**src/rtl/irq_rec_pkg.sv**
```systemverilog
// Package: shared types for the interrupt request recognizer.
// Assumes: exactly two request sources, the system-management one first in priority.
package irq_rec_pkg;

    // Which level of a raw line counts as asserted.
    typedef enum logic {
        POL_HIGH = 1'b0,
        POL_LOW  = 1'b1
    } irq_pol_e;

    // One bit per request source.
    typedef struct packed {
        logic smi;
        logic nmi;
    } irq_pair_t;

endpackage

```
**src/rtl/irq_sync.sv**
```systemverilog
// Module: irq_sync
// Carries one asynchronous level into the clk domain through a chain of flops.
// Assumes: STAGES >= 2. RST_VAL is the inactive level of the line, so reset never
// produces a false edge downstream.
module irq_sync #(
    parameter int   STAGES  = 2,
    parameter logic RST_VAL = 1'b0
) (
    input  logic clk,
    input  logic rst_n,
    input  logic async_in,
    output logic sync_out
);

    logic [STAGES-1:0] chain;

    genvar g;
    generate
        for (g = 0; g < STAGES; g++) begin : g_stage
            if (g == 0) begin : g_first
                // First stage: capture the raw line.
                always_ff @(posedge clk) begin
                    if (!rst_n) chain[0] <= RST_VAL;
                    else        chain[0] <= async_in;
                end
            end else begin : g_next
                // Later stage: shift the previous stage forward.
                always_ff @(posedge clk) begin
                    if (!rst_n) chain[g] <= RST_VAL;
                    else        chain[g] <= chain[g-1];
                end
            end
        end
    endgenerate

    assign sync_out = chain[STAGES-1];

endmodule

```
**src/rtl/irq_edge_qual.sv**
```systemverilog
// Module: irq_edge_qual
// Turns a synchronized request line into a single-cycle fire pulse when an
// asserting edge meets the quiet-time and hold-time limits.
// Quiet: the line was inactive for at least QUIET clocks right before the edge.
// Hold: the line is active for HOLD consecutive clocks, counting the edge cycle.
//   fire is raised in the last of those cycles.
// Assumes: QUIET >= 1, HOLD >= 1, and sync_in is already in the clk domain.
// Both counters saturate.
module irq_edge_qual
    import irq_rec_pkg::*;
#(
    parameter irq_pol_e POLARITY = POL_HIGH,
    parameter int       QUIET    = 4,
    parameter int       HOLD     = 1
) (
    input  logic clk,
    input  logic rst_n,
    input  logic sync_in,
    output logic fire
);

    localparam int            QW      = $clog2(QUIET + 1);
    localparam logic [QW-1:0] QUIET_C = QW'(QUIET);

    logic          act;
    logic          act_q;
    logic          rise;
    logic          quiet_ok;
    logic [QW-1:0] quiet_cnt;

    // Normalize to active-high.
    assign act      = (POLARITY == POL_LOW) ? ~sync_in : sync_in;
    assign rise     = act & ~act_q;
    assign quiet_ok = (quiet_cnt >= QUIET_C);

    // Remember the previous active state to find the asserting edge.
    always_ff @(posedge clk) begin
        if (!rst_n) act_q <= 1'b0;
        else        act_q <= act;
    end

    // Count consecutive inactive clocks, saturating at QUIET.
    always_ff @(posedge clk) begin
        if (!rst_n)                 quiet_cnt <= '0;
        else if (act)               quiet_cnt <= '0;
        else if (quiet_cnt != QUIET_C) quiet_cnt <= quiet_cnt + 1'b1;
    end

    generate
        if (HOLD <= 1) begin : g_no_hold
            // No hold check: the edge itself decides.
            assign fire = rise & quiet_ok;
        end else begin : g_hold
            localparam int            HW      = $clog2(HOLD + 1);
            localparam logic [HW-1:0] HOLD_C  = HW'(HOLD);
            localparam logic [HW-1:0] HOLD_M1 = HW'(HOLD - 1);

            logic          armed;
            logic          eligible;
            logic [HW-1:0] hold_cnt;

            assign eligible = rise ? quiet_ok : armed;
            assign fire     = act & eligible & (hold_cnt == HOLD_M1);

            // Keep the edge's quiet verdict for as long as the line stays active.
            always_ff @(posedge clk) begin
                if (!rst_n)   armed <= 1'b0;
                else if (act) armed <= eligible;
                else          armed <= 1'b0;
            end

            // Count consecutive active clocks, saturating at HOLD.
            always_ff @(posedge clk) begin
                if (!rst_n)                 hold_cnt <= '0;
                else if (!act)              hold_cnt <= '0;
                else if (hold_cnt != HOLD_C) hold_cnt <= hold_cnt + 1'b1;
            end
        end
    endgenerate

endmodule

```
**src/rtl/irq_pend_arb.sv**
```systemverilog
// Module: irq_pend_arb
// Holds one pending flag per source and picks the winner at an instruction
// boundary. The system-management source has fixed priority.
// Assumes: fire and ack are single-clock-domain. A fire in the same cycle as an
// ack keeps the flag set. Taking a request does not clear it.
module irq_pend_arb
    import irq_rec_pkg::*;
(
    input  logic      clk,
    input  logic      rst_n,
    input  irq_pair_t fire,
    input  irq_pair_t ack,
    input  logic      boundary,
    output irq_pair_t pending,
    output irq_pair_t taken
);

    // Set on fire, clear on ack, new requests merged into the flag.
    always_ff @(posedge clk) begin
        if (!rst_n) pending <= '0;
        else        pending <= (pending & ~ack) | fire;
    end

    // Fixed-priority grant, valid only during the boundary strobe.
    always_comb begin
        taken.smi = boundary & pending.smi;
        taken.nmi = boundary & pending.nmi & ~pending.smi;
    end

endmodule

```
**src/rtl/irq_edge_recognizer.sv**
```systemverilog
// Module: irq_edge_recognizer (top)
// Synchronizes and qualifies the non-maskable (active-high, rising edge) and the
// system-management (active-low, falling edge) request lines. Accepted requests
// are latched as pending and reported as taken at instruction boundaries.
// Assumes: rst_n is synchronous to clk. The raw inputs may be fully asynchronous.
module irq_edge_recognizer
    import irq_rec_pkg::*;
#(
    parameter int SYNC_STAGES = 2,
    parameter int NMI_QUIET   = 4,
    parameter int NMI_HOLD    = 1,
    parameter int SMI_QUIET   = 2,
    parameter int SMI_HOLD    = 2
) (
    input  logic clk,
    input  logic rst_n,
    input  logic nmi_raw,
    input  logic smi_raw_n,
    input  logic insn_boundary,
    input  logic nmi_ack,
    input  logic smi_ack,
    output logic nmi_pending,
    output logic smi_pending,
    output logic nmi_taken,
    output logic smi_taken
);

    logic      nmi_sync;
    logic      smi_sync_n;
    logic      nmi_fire;
    logic      smi_fire;
    irq_pair_t fire_v;
    irq_pair_t ack_v;
    irq_pair_t pend_v;
    irq_pair_t taken_v;

    irq_sync #(.STAGES(SYNC_STAGES), .RST_VAL(1'b0)) u_nmi_sync (
        .clk      (clk),
        .rst_n    (rst_n),
        .async_in (nmi_raw),
        .sync_out (nmi_sync)
    );

    irq_sync #(.STAGES(SYNC_STAGES), .RST_VAL(1'b1)) u_smi_sync (
        .clk      (clk),
        .rst_n    (rst_n),
        .async_in (smi_raw_n),
        .sync_out (smi_sync_n)
    );

    irq_edge_qual #(.POLARITY(POL_HIGH), .QUIET(NMI_QUIET), .HOLD(NMI_HOLD)) u_nmi_qual (
        .clk     (clk),
        .rst_n   (rst_n),
        .sync_in (nmi_sync),
        .fire    (nmi_fire)
    );

    irq_edge_qual #(.POLARITY(POL_LOW), .QUIET(SMI_QUIET), .HOLD(SMI_HOLD)) u_smi_qual (
        .clk     (clk),
        .rst_n   (rst_n),
        .sync_in (smi_sync_n),
        .fire    (smi_fire)
    );

    // Pack per-source signals for the arbiter.
    always_comb begin
        fire_v.nmi = nmi_fire;
        fire_v.smi = smi_fire;
        ack_v.nmi  = nmi_ack;
        ack_v.smi  = smi_ack;
    end

    irq_pend_arb u_arb (
        .clk      (clk),
        .rst_n    (rst_n),
        .fire     (fire_v),
        .ack      (ack_v),
        .boundary (insn_boundary),
        .pending  (pend_v),
        .taken    (taken_v)
    );

    assign nmi_pending = pend_v.nmi;
    assign smi_pending = pend_v.smi;
    assign nmi_taken   = taken_v.nmi;
    assign smi_taken   = taken_v.smi;

endmodule

```
**config.mk**
```make
export PLATFORM = sky130hd
export DESIGN_NAME = irq_edge_recognizer
export DESIGN_NICKNAME = d
export VERILOG_FILES = /design/src/rtl/irq_rec_pkg.sv /design/src/rtl/irq_sync.sv /design/src/rtl/irq_edge_qual.sv /design/src/rtl/irq_pend_arb.sv /design/src/rtl/irq_edge_recognizer.sv
export SDC_FILE = /design/constraint.sdc
export NUM_CORES = 1
export LEC_CHECK = 0
export BUFFER_PORTS_ARGS = -buffer_cell sky130_fd_sc_hd__buf_2
export CORE_AREA = 3 3 40 42
export DETAILED_ROUTE_END_ITERATION = 12
export DIE_AREA = 0 0 43 45
export PLACE_DENSITY = 0.7
export SLEW_MARGIN = 15
export SYNTH_ARGS = -nofsm -noshare
export SYNTH_HDL_FRONTEND = slang
export SYNTH_SLANG_ARGS = --single-unit
export TNS_END_PERCENT = 5
```
**constraint.sdc**
```tcl
create_clock -name clk -period 3.6 [get_ports clk]
set_clock_uncertainty 0.2 [all_clocks]
set_input_delay 0.36 -clock clk [delete_from_list [all_inputs] [get_ports clk]]
set_output_delay 0.36 -clock clk [all_outputs]
set_load 0.005 [all_outputs]
```
# After elaboration in Yosys (flattened, before gate mapping)
# Cells that the tools add are included.
[totals] register_bits=16 input_bits=7 output_inout_bits=4 word_cells=41
[op_classes] n_addsub=3 n_lt_le_gt_ge=2 n_eq_ne=4 mux=1 bitwise_logic=16 n_reduce_logical=3
[ops] cell="1-bit AND" n=8
[ops] cell="1-bit NOT" n=5
[ops] cell="2-bit by 1-bit adder with 2-bit output (second input constant)" n=2
[ops] cell="2-bit inequality test (second input constant)" n=2
[ops] cell="2-bit OR reduction" n=2
[ops] cell="3-bit by 1-bit adder with 3-bit output (second input constant)" n=1
[ops] cell="3-bit >= comparator (second input constant)" n=1
[ops] cell="3-bit inequality test (second input constant)" n=1
[ops] cell="2-bit AND" n=1
[ops] cell="2-bit by 1-bit equality test with 1-bit output (second input constant)" n=1
[ops] cell="2-bit >= comparator (second input constant)" n=1
[ops] cell="2-bit NOT" n=1
[ops] cell="2-bit bitwise OR" n=1
[ops] cell="2-bit AND reduction" n=1
[ops] cell="1-bit 2-to-1 mux" n=1

# Logic depth before layout (Yosys ltp)
# Gate-level depths: netlist (run 1).
[logic_depth] word_depth=6 depth_mapped=4 depth_no_buf=4

# Hierarchy
# A second synthesis (run 1) with hierarchy kept.
[unflattened] hier_cells=65 hier_area_um2=666.9
[by_module_without_submodules] mod="irq_edge_qual (u_smi_qual)" n_inst=1 cells_per_inst=28 area_per_inst_um2=285.3
[by_module_without_submodules] mod="irq_edge_qual (u_nmi_qual)" n_inst=1 cells_per_inst=20 area_per_inst_um2=193.9
[by_module_without_submodules] mod="irq_sync" n_inst=2 cells_per_inst=4 area_per_inst_um2=52.6
[by_module_without_submodules] mod="irq_pend_arb" n_inst=1 cells_per_inst=9 area_per_inst_um2=82.6

# Least setup slack after synthesis (run 1)
# Ideal clock, no wire load.
[synth_path] kind="register to register" start="register u_smi_qual.quiet_cnt[0]" end="register u_arb.pending[1] (netlist name)" setup_ps=127 arrival_time_ps=961 slack_ps=2312 path_stages_with_launch=5 path_buffers=0 synth_period_minus_slack_ps=1288 cell_sequence="dfxtp_1 inv_1 ha_1 nor3_1 o41ai_2"
[synth_between] elab_chain_cells=5
[synth_rtl] element="start: declaration" line_no="irq_edge_qual.sv:29" text="logic [QW-1:0] quiet_cnt;"
[synth_rtl] element="start signal: assignment" line_no="irq_edge_qual.sv:46" text="else if (quiet_cnt != QUIET_C) quiet_cnt <= quiet_cnt + 1'b1;"
[synth_rtl] element="2-bit >= comparator" line_no="irq_edge_qual.sv:34" text="assign quiet_ok = (quiet_cnt >= QUIET_C);"
[synth_rtl] element="1-bit 2-to-1 mux" line_no="irq_edge_qual.sv:62" text="assign eligible = rise ? quiet_ok : armed;"
[synth_rtl] element="1-bit AND (2 in series)" line_no="irq_edge_qual.sv:63" text="assign fire = act & eligible & (hold_cnt == HOLD_M1);"
[synth_rtl] element="2-bit bitwise OR" line_no="irq_pend_arb.sv:21" text="else pending <= (pending & ~ack) | fire;"
[synth_rtl] element="end signal: assignment" line_no="irq_pend_arb.sv:21"
[synth_rtl] element="end: declaration" line_no="irq_pend_arb.sv:14" text="output irq_pair_t pending,"
# No other way between the ends.
# A chain may end at the register's enable or synchronous reset.

# Worst setup path in the final report (run 1)
[layout_path] start="register u_arb.pending[0] (netlist name)" end="output port nmi_taken"
[layout_between] elab_chain_cells=2
[layout_rtl] element="1-bit AND (2 in series)" line_no="irq_pend_arb.sv:27" text="taken.nmi = boundary & pending.nmi & ~pending.smi;"
[layout_rtl] element="end: declaration" line_no="irq_edge_recognizer.sv:24" text="output logic nmi_taken,"
# No other way between the ends.

==> results.py, run 1 <==
metrics = {
    "critical_path": {
        "crit_end": "nmi_taken",
        "cp_max_fo": 3,
        "r2r_cells": 4,
        "crit_start": "u_arb.pending[0]",
        "cp-end-kind": "output pin",
        "arrival_ps": 890,
        "required_ps": 3040,
        "start_kind": "flop",
        "r2r_setup_slack_ps": 2230,
        "critPathKind": "flop to output pin",
        "timing.rr.start": "u_smi_qual.quiet_cnt[0]",
        "r2r-end": "u_arb.pending[1]",
    },
    "final_layout": {
        "layout-area-overhead-vs-synth_pct": 14.2,
        "fill_cells": 118,
        "nets": 92,
        "drive_above_1_share_pct": 21.8,
        "final_cell_count_no_fill": 93,
        "final_design_area_no_fill_um2": 736,
        "antenna_cells": 0,
    },
    "cts": {
        "numCtsBuffers": 3,
        "h-tree-depth": 1,
        "clkTransAtPathRegs_ps": 80,
        "cts_setup_buffers": 0,
        "cts_sinks": 16,
        "clk_path_buf_depth": 2,
        "cts.repair.resized": 0,
        "root_buffer": "clkbuf_4",
        "ctsHoldBuffers": 0,
        "clk_latency_ps": 270,
        "cts_tree": "yes",
    },
    "logic_synthesis": {
        "ys_seq_area_share_pct": 49.7,
        "ys_seq_elements": 16,
        "synth_edf_count": 0,
        "yosys-top-cells-area": "dfxtp_1 (50%), ha_1 (9.7%), inv_1 (4.1%)",
        "synth.distinct_cells": 22,
        "async_flop_share_pct": 0,
        "synth_top_cell_by_area": "dfxtp_1",
        "syn-cell-area_um2": 644,
        "syn_area_per_cell_um2": 9.91,
        "syn_inst": 65,
        "synthesis.nets": 77,
        "yosys_warnings": 0,
        "synth_top_flop_cell": "dfxtp_1",
        "synth_top_cell_area_share_pct": 49.7,
    },
    "route": {
        "drc": 0,
        "wl_um": 888,
        "wire_per_inst_um": 9.55,
        "ant_nets": 0,
        "via_per_inst": 4.81,
        "via_count": 447,
        "drt_pass1_iterations": 4,
        "drt-initial-drc-count": 4,
    },
    "sta": {
        "slew_headroom_pct": 80.4,
        "setup_viol": 0,
        "finalHoldViolations": 0,
        "drv_slew": 0,
        "rsz0062_at_grt": "false",
        "worst_pin_slew_ps": 291,
        "max_freq_ghz": 0.690,
        "period_needed_ps": 1450,
        "fin_tns_setup_ps": 0,
        "period_share_pct": 40.3,
    },
    "die": {
        "fp.coreArea_um2": 1280,
        "io_pins": 11,
        "dieArea_um2": 1940,
        "num_rows": 13,
        "dieHeight_um": 45,
        "fp.dieW_um": 43,
        "start_util_pct": 50.1,
    },
    "placed_design": {
        "io_buffers": 10,
        "gp_congestion": 0.709,
        "dp_hpwl_um": 727,
        "place_area_um2": 713,
        "placed_cells": 90,
    },
    "pwr": {
        "p_int_w": 0.000254,
        "p_leak_nw": 0.350,
        "switching_share_pct": 24.0,
        "power_frac_comb_pct": 14.4,
        "pwr_density_cell_nw_per_um2": 455,
        "p_switching_w": 0.0000804,
        "clockPowerShare_pct": 26.2,
        "power_frac_seq_pct": 59.4,
        "vdd_drop_max_v": 0.000307,
    },
    "job": {
        "cap_violations": 0,
    },
    "grt": {
        "grt_usage_pct": 12.3,
        "grt_pass1_vias": 413,
        "antenna_found_initial": 0,
        "grt_overflow": 0,
        "grt_pass1_wl_mm": 1.73,
        "grt_max_degree": 11,
    },
    "status": {
        "status": "completed",
    },
    "min_path": {
        "hold_class": "input port to flop",
        "hold_path_depth": 2,
    },
}
## layout by cell type (no fill, tap or decap), drive strengths merged
| cell type | n |
|---|---|
| a211oi | 1 |
| a21bo | 1 |
| a21boi | 1 |
| a21o | 1 |
| a21oi | 3 |
| and2 | 4 |
| and3b | 1 |
| buf | 10 |
| clkbuf | 3 |
| dfxtp | 16 |
| ha | 5 |
| inv | 7 |
| nand2 | 3 |
| nand2b | 4 |
| nand3 | 2 |
| nand3b | 2 |
| nor2 | 4 |
| nor2b | 2 |
| nor3 | 3 |
| o41ai | 1 |
| or2 | 1 |
| or2b | 1 |
| xor2 | 2 |
## state kept, by name, summed over array words and instances (netlist names)
name and cells:
u_nmi_qual.quiet_cnt 3, u_smi_qual.quiet_cnt 2, u_smi_sync.chain 1, u_smi_qual.g_hold.armed 1
u_smi_qual.act_q 1, u_nmi_sync.sync_out 1, u_smi_qual.g_hold.hold_cnt 2, u_nmi_sync.chain 1
u_smi_sync.sync_out 1, u_nmi_qual.act_q 1, u_arb.pending 2
## power by group through the flow
stage / sequential [W] / combinational (W) / clock (W)
finish: 0.000199 / 0.0000483 / 0.0000876
global route: 0.000201 / 0.0000581 / 0.000104
CTS: 0.000199 / 0.0000491 / 0.0000938
detailed placement: 0.000203 / 0.0000487 / 0
global placement: 0.000202 / 0.0000465 / 0
floorplan: 0.000201 / 0.0000383 / 0
## Yosys cell counts (2+ instances only)
cell type,instances
inv_1,7
nand2b_1,3
ha_1,5
nand2_1,3
nand3_1,2
xor2_1,2
and2_1,4
a21oi_1,3
nor2_1,4
nand3b_1,2
dfxtp_1,16
nor2b_1,2
nor3_1,3
## per-layer routing
| layer | global-route usage (%) | up-vias | wire length [µm] |
|---|---|---|---|
| li1 | - | 244 | - |
| met1 | 15.4 | 191 | 428 |
| met2 | 18.0 | 12 | 384 |
| met3 | 7.17 | 0 | 75 |
| met4 | 3.61 | 0 | 0 |
| met5 | 0 | - | 0 |
## worst max-delay path, cell delays in order, from the launching register on
cell and delay [ps]:
dfxtp_1 360, nand2_1 60, nor2_1 80, buf_2 120
## per-stage QoR
stage | hold WS, ps | total power [W] | setup slack [ps] | util (%)
floorplan | 185 | 0.000239 | 2310 | -
global placement | 191 | 0.000249 | 2280 | 55.5
detailed placement | 191 | 0.000252 | 2240 | 55.5
CTS | 56.5 | 0.000342 | 2110 | 57.3
global route | 50.6 | 0.000363 | 2070 | 57.3
finish | 62.5 | 0.000335 | 2150 | 57.3
## cells by family after synthesis
family                   count (synthesis)  share of synthesized area [%]
AO/OA/AOI/OAI                            8                           9.90
XOR/XNOR                                 2                           2.72
adder cells (fa/ha/maj)                  5                           9.71
buffers and inverters                    7                           4.08
flip-flops                              16                           49.7
AND/OR/NAND/NOR                         27                           23.9
## cell type report
class / instances / area [µm²] / area share (%)
multi-input combinational: 42 / 298 / 40.5
sequential: 16 / 320 / 43.5
inverter: 7 / 26.3 / 3.57
clock buffer: 3 / 22.5 / 3.06
tap: 15 / 18.8 / 2.55
timing repair buffer: 10 / 50.0 / 6.80
## worst min-delay path by stage
stage	start	to	slack (ps)
after global placement	u_smi_sync.chain[0]	u_smi_sync.sync_out	190
final	smi_raw_n	u_smi_sync.chain[0]	60
after detailed placement	u_smi_sync.chain[0]	u_smi_sync.sync_out	190
after global routing	smi_raw_n	u_smi_sync.chain[0]	50
after CTS	smi_raw_n	u_smi_sync.chain[0]	60
after floorplan	u_smi_sync.chain[0]	u_smi_sync.sync_out	180
Note: power is estimated with default switching activity, not from simulation.
==> inputs of run 2 (changes only) <==
- clock period: 3.6 -> 1.5 ns (I/O delays scaled with it)
==> run 2 against run 1 <==
Utilization grew 4.7 points. Global-route usage grew 1.4 points. Power grew 140%. Final area grew 8.2%. Worst hold slack lost 60 ps. Critical path depth grew 1. Critical path type is now flop to flop. Largest cell class unchanged. Highest routed layer unchanged.
==> results.py, run 2 (synthesis gave the netlist of run 1 again) <==
metrics = {
    "sta": {
        "period_share_pct": 91.2,
        "period_needed_ps": 1370,
        "finalHoldViolations": 0,
        "drv_slew": 0,
        "worst_pin_slew_ps": 291,
        "max_freq_ghz": 0.731,
        "fin_tns_setup_ps": 0,
        "rsz0062_at_grt": "false",
        "setup_viol": 0,
        "slew_headroom_pct": 80.4,
    },
    "final_layout": {
        "nets": 98,
        "top_register": "u_nmi_qual.quiet_cnt",
        "final_common_cell": "dfxtp_1",
        "antenna_cells": 0,
        "largest_register_ffs": 3,
        "drive_above_1_share_pct": 20.2,
        "layout-area-overhead-vs-synth_pct": 23.5,
        "fill_cells": 117,
        "final_cell_mix": "dfxtp_1 (16), buf_2 (10), inv_1 (7), dlygate4sd3_1 (6), ha_1 (5)",
    },
    "route": {
        "drt-initial-drc-count": 8,
        "drc": 0,
        "ant_nets": 0,
        "wl_mm": 1.02,
        "drt_pass1_iterations": 4,
        "via_per_inst": 4.78,
        "wire_per_inst_um": 10.3,
        "via_count": 473,
    },
    "pwr": {
        "finalPower_w": 0.000818,
        "p_leak_nw": 0.375,
        "vdd_drop_max_v": 0.000722,
        "pwr_density_cell_nw_per_um2": 1030,
    },
    "grt": {
        "grt_pass1_wl_mm": 1.94,
        "grt_usage_pct": 13.7,
        "antenna_found_initial": 0,
        "grt_overflow": 0,
        "grt_pass1_vias": 456,
        "grt_max_degree": 11,
    },
    "cts": {
        "clk_latency_ps": 280,
        "numCtsBuffers": 3,
        "cts_sinks": 16,
        "h-tree-depth": 1,
        "cts_tree": "yes",
        "clkTransAtPathRegs_ps": 80,
        "root_buffer": "clkbuf_4",
        "clk_path_buf_depth": 2,
    },
    "status": {
        "status": "completed",
    },
    "critical_path": {
        "crit_start": "u_smi_qual.quiet_cnt[0]",
        "critPathKind": "flop to flop",
        "cp-end-kind": "flop",
        "required_ps": 1460,
        "timing.rr.start": "u_smi_qual.quiet_cnt[0]",
        "start_kind": "flop",
        "arrival_ps": 1330,
        "cp_max_fo": 4,
    },
    "die": {
        "fp.coreArea_um2": 1280,
        "dieArea_um2": 1940,
        "start_util_pct": 50.1,
        "dieHeight_um": 45,
        "num_rows": 13,
        "fp.dieW_um": 43,
        "io_pins": 11,
    },
    "min_path": {
        "worst_hold_startpoint": "rst_n",
        "hold_class": "input port to flop",
    },
    "placed_design": {
        "io_buffers": 10,
        "gp_congestion": 0.709,
        "dp_hpwl_um": 727,
    },
    "job": {
        "cap_violations": 0,
    },
}
==> run 2: final cells by class <==
class	count	area, µm²	area share (%)
Timing Repair Buffer	16	110	13.8
Sequential cell	16	320	40.3
Tap cell	15	18.8	2.36
Inverter	7	26.3	3.30
Multi-Input combinational cell	42	298	37.4
Clock buffer	3	22.5	2.83
==> run 2: repair_timing <==
item | in CTS | in global routing
setup buffers | 0 | 0
gates resized for setup | 0 | 0
hold buffers | 6 | 1
setup endpoints to repair | 0 | 1
endpoints found under the hold margin | 4 | 1
==> run 2: routing by layer <==
layer | up-vias | part of all wire [%] | track usage (%)
met5 | - | 0 | 0
met4 | 0 | 0 | 3.61
met3 | 0 | 7.2 | 7.17
met2 | 12 | 48 | 22.2
met1 | 204 | 45 | 16.2
li1 | 257 | - | -
==> run 2: critical path: stages, from the launching register on <==
cell and delay (ps):
dfxtp_1 350, inv_1 50, ha_1 230, nor3_1 300
o41ai_2 130
==> run 2: worst paths after layout <==
check,endpoint,slack (ps),cells after the start
max,u_arb.pending[1],130,4
min,u_smi_sync.sync_out,2,2
max reg2reg,u_arb.pending[1],130,4
min reg2reg,u_smi_sync.sync_out,230,1
==> run 2: metrics by stage <==
step	cells	hold slack (ps)	util [%]	instance area [µm²]	setup WS, ps
floorplan	65	23.0	-	644	212
global placement	90	133	55.5	713	182
detailed placement	90	140	55.5	713	142
CTS	99	3.63	61.9	796	19.9
global route	99	5.64	61.9	796	1.74
finish	99	2.29	61.9	796	132
==> run 2: power by group <==
part | total (W) | internal, W | leakage [nW] | switching, W
Combinational | 0.000129 | 0.0000717 | 0.230 | 0.0000577
Sequential | 0.000478 | 0.000456 | 0.131 | 0.0000222
Clock | 0.000211 | 0.0000930 | 0.0138 | 0.000118
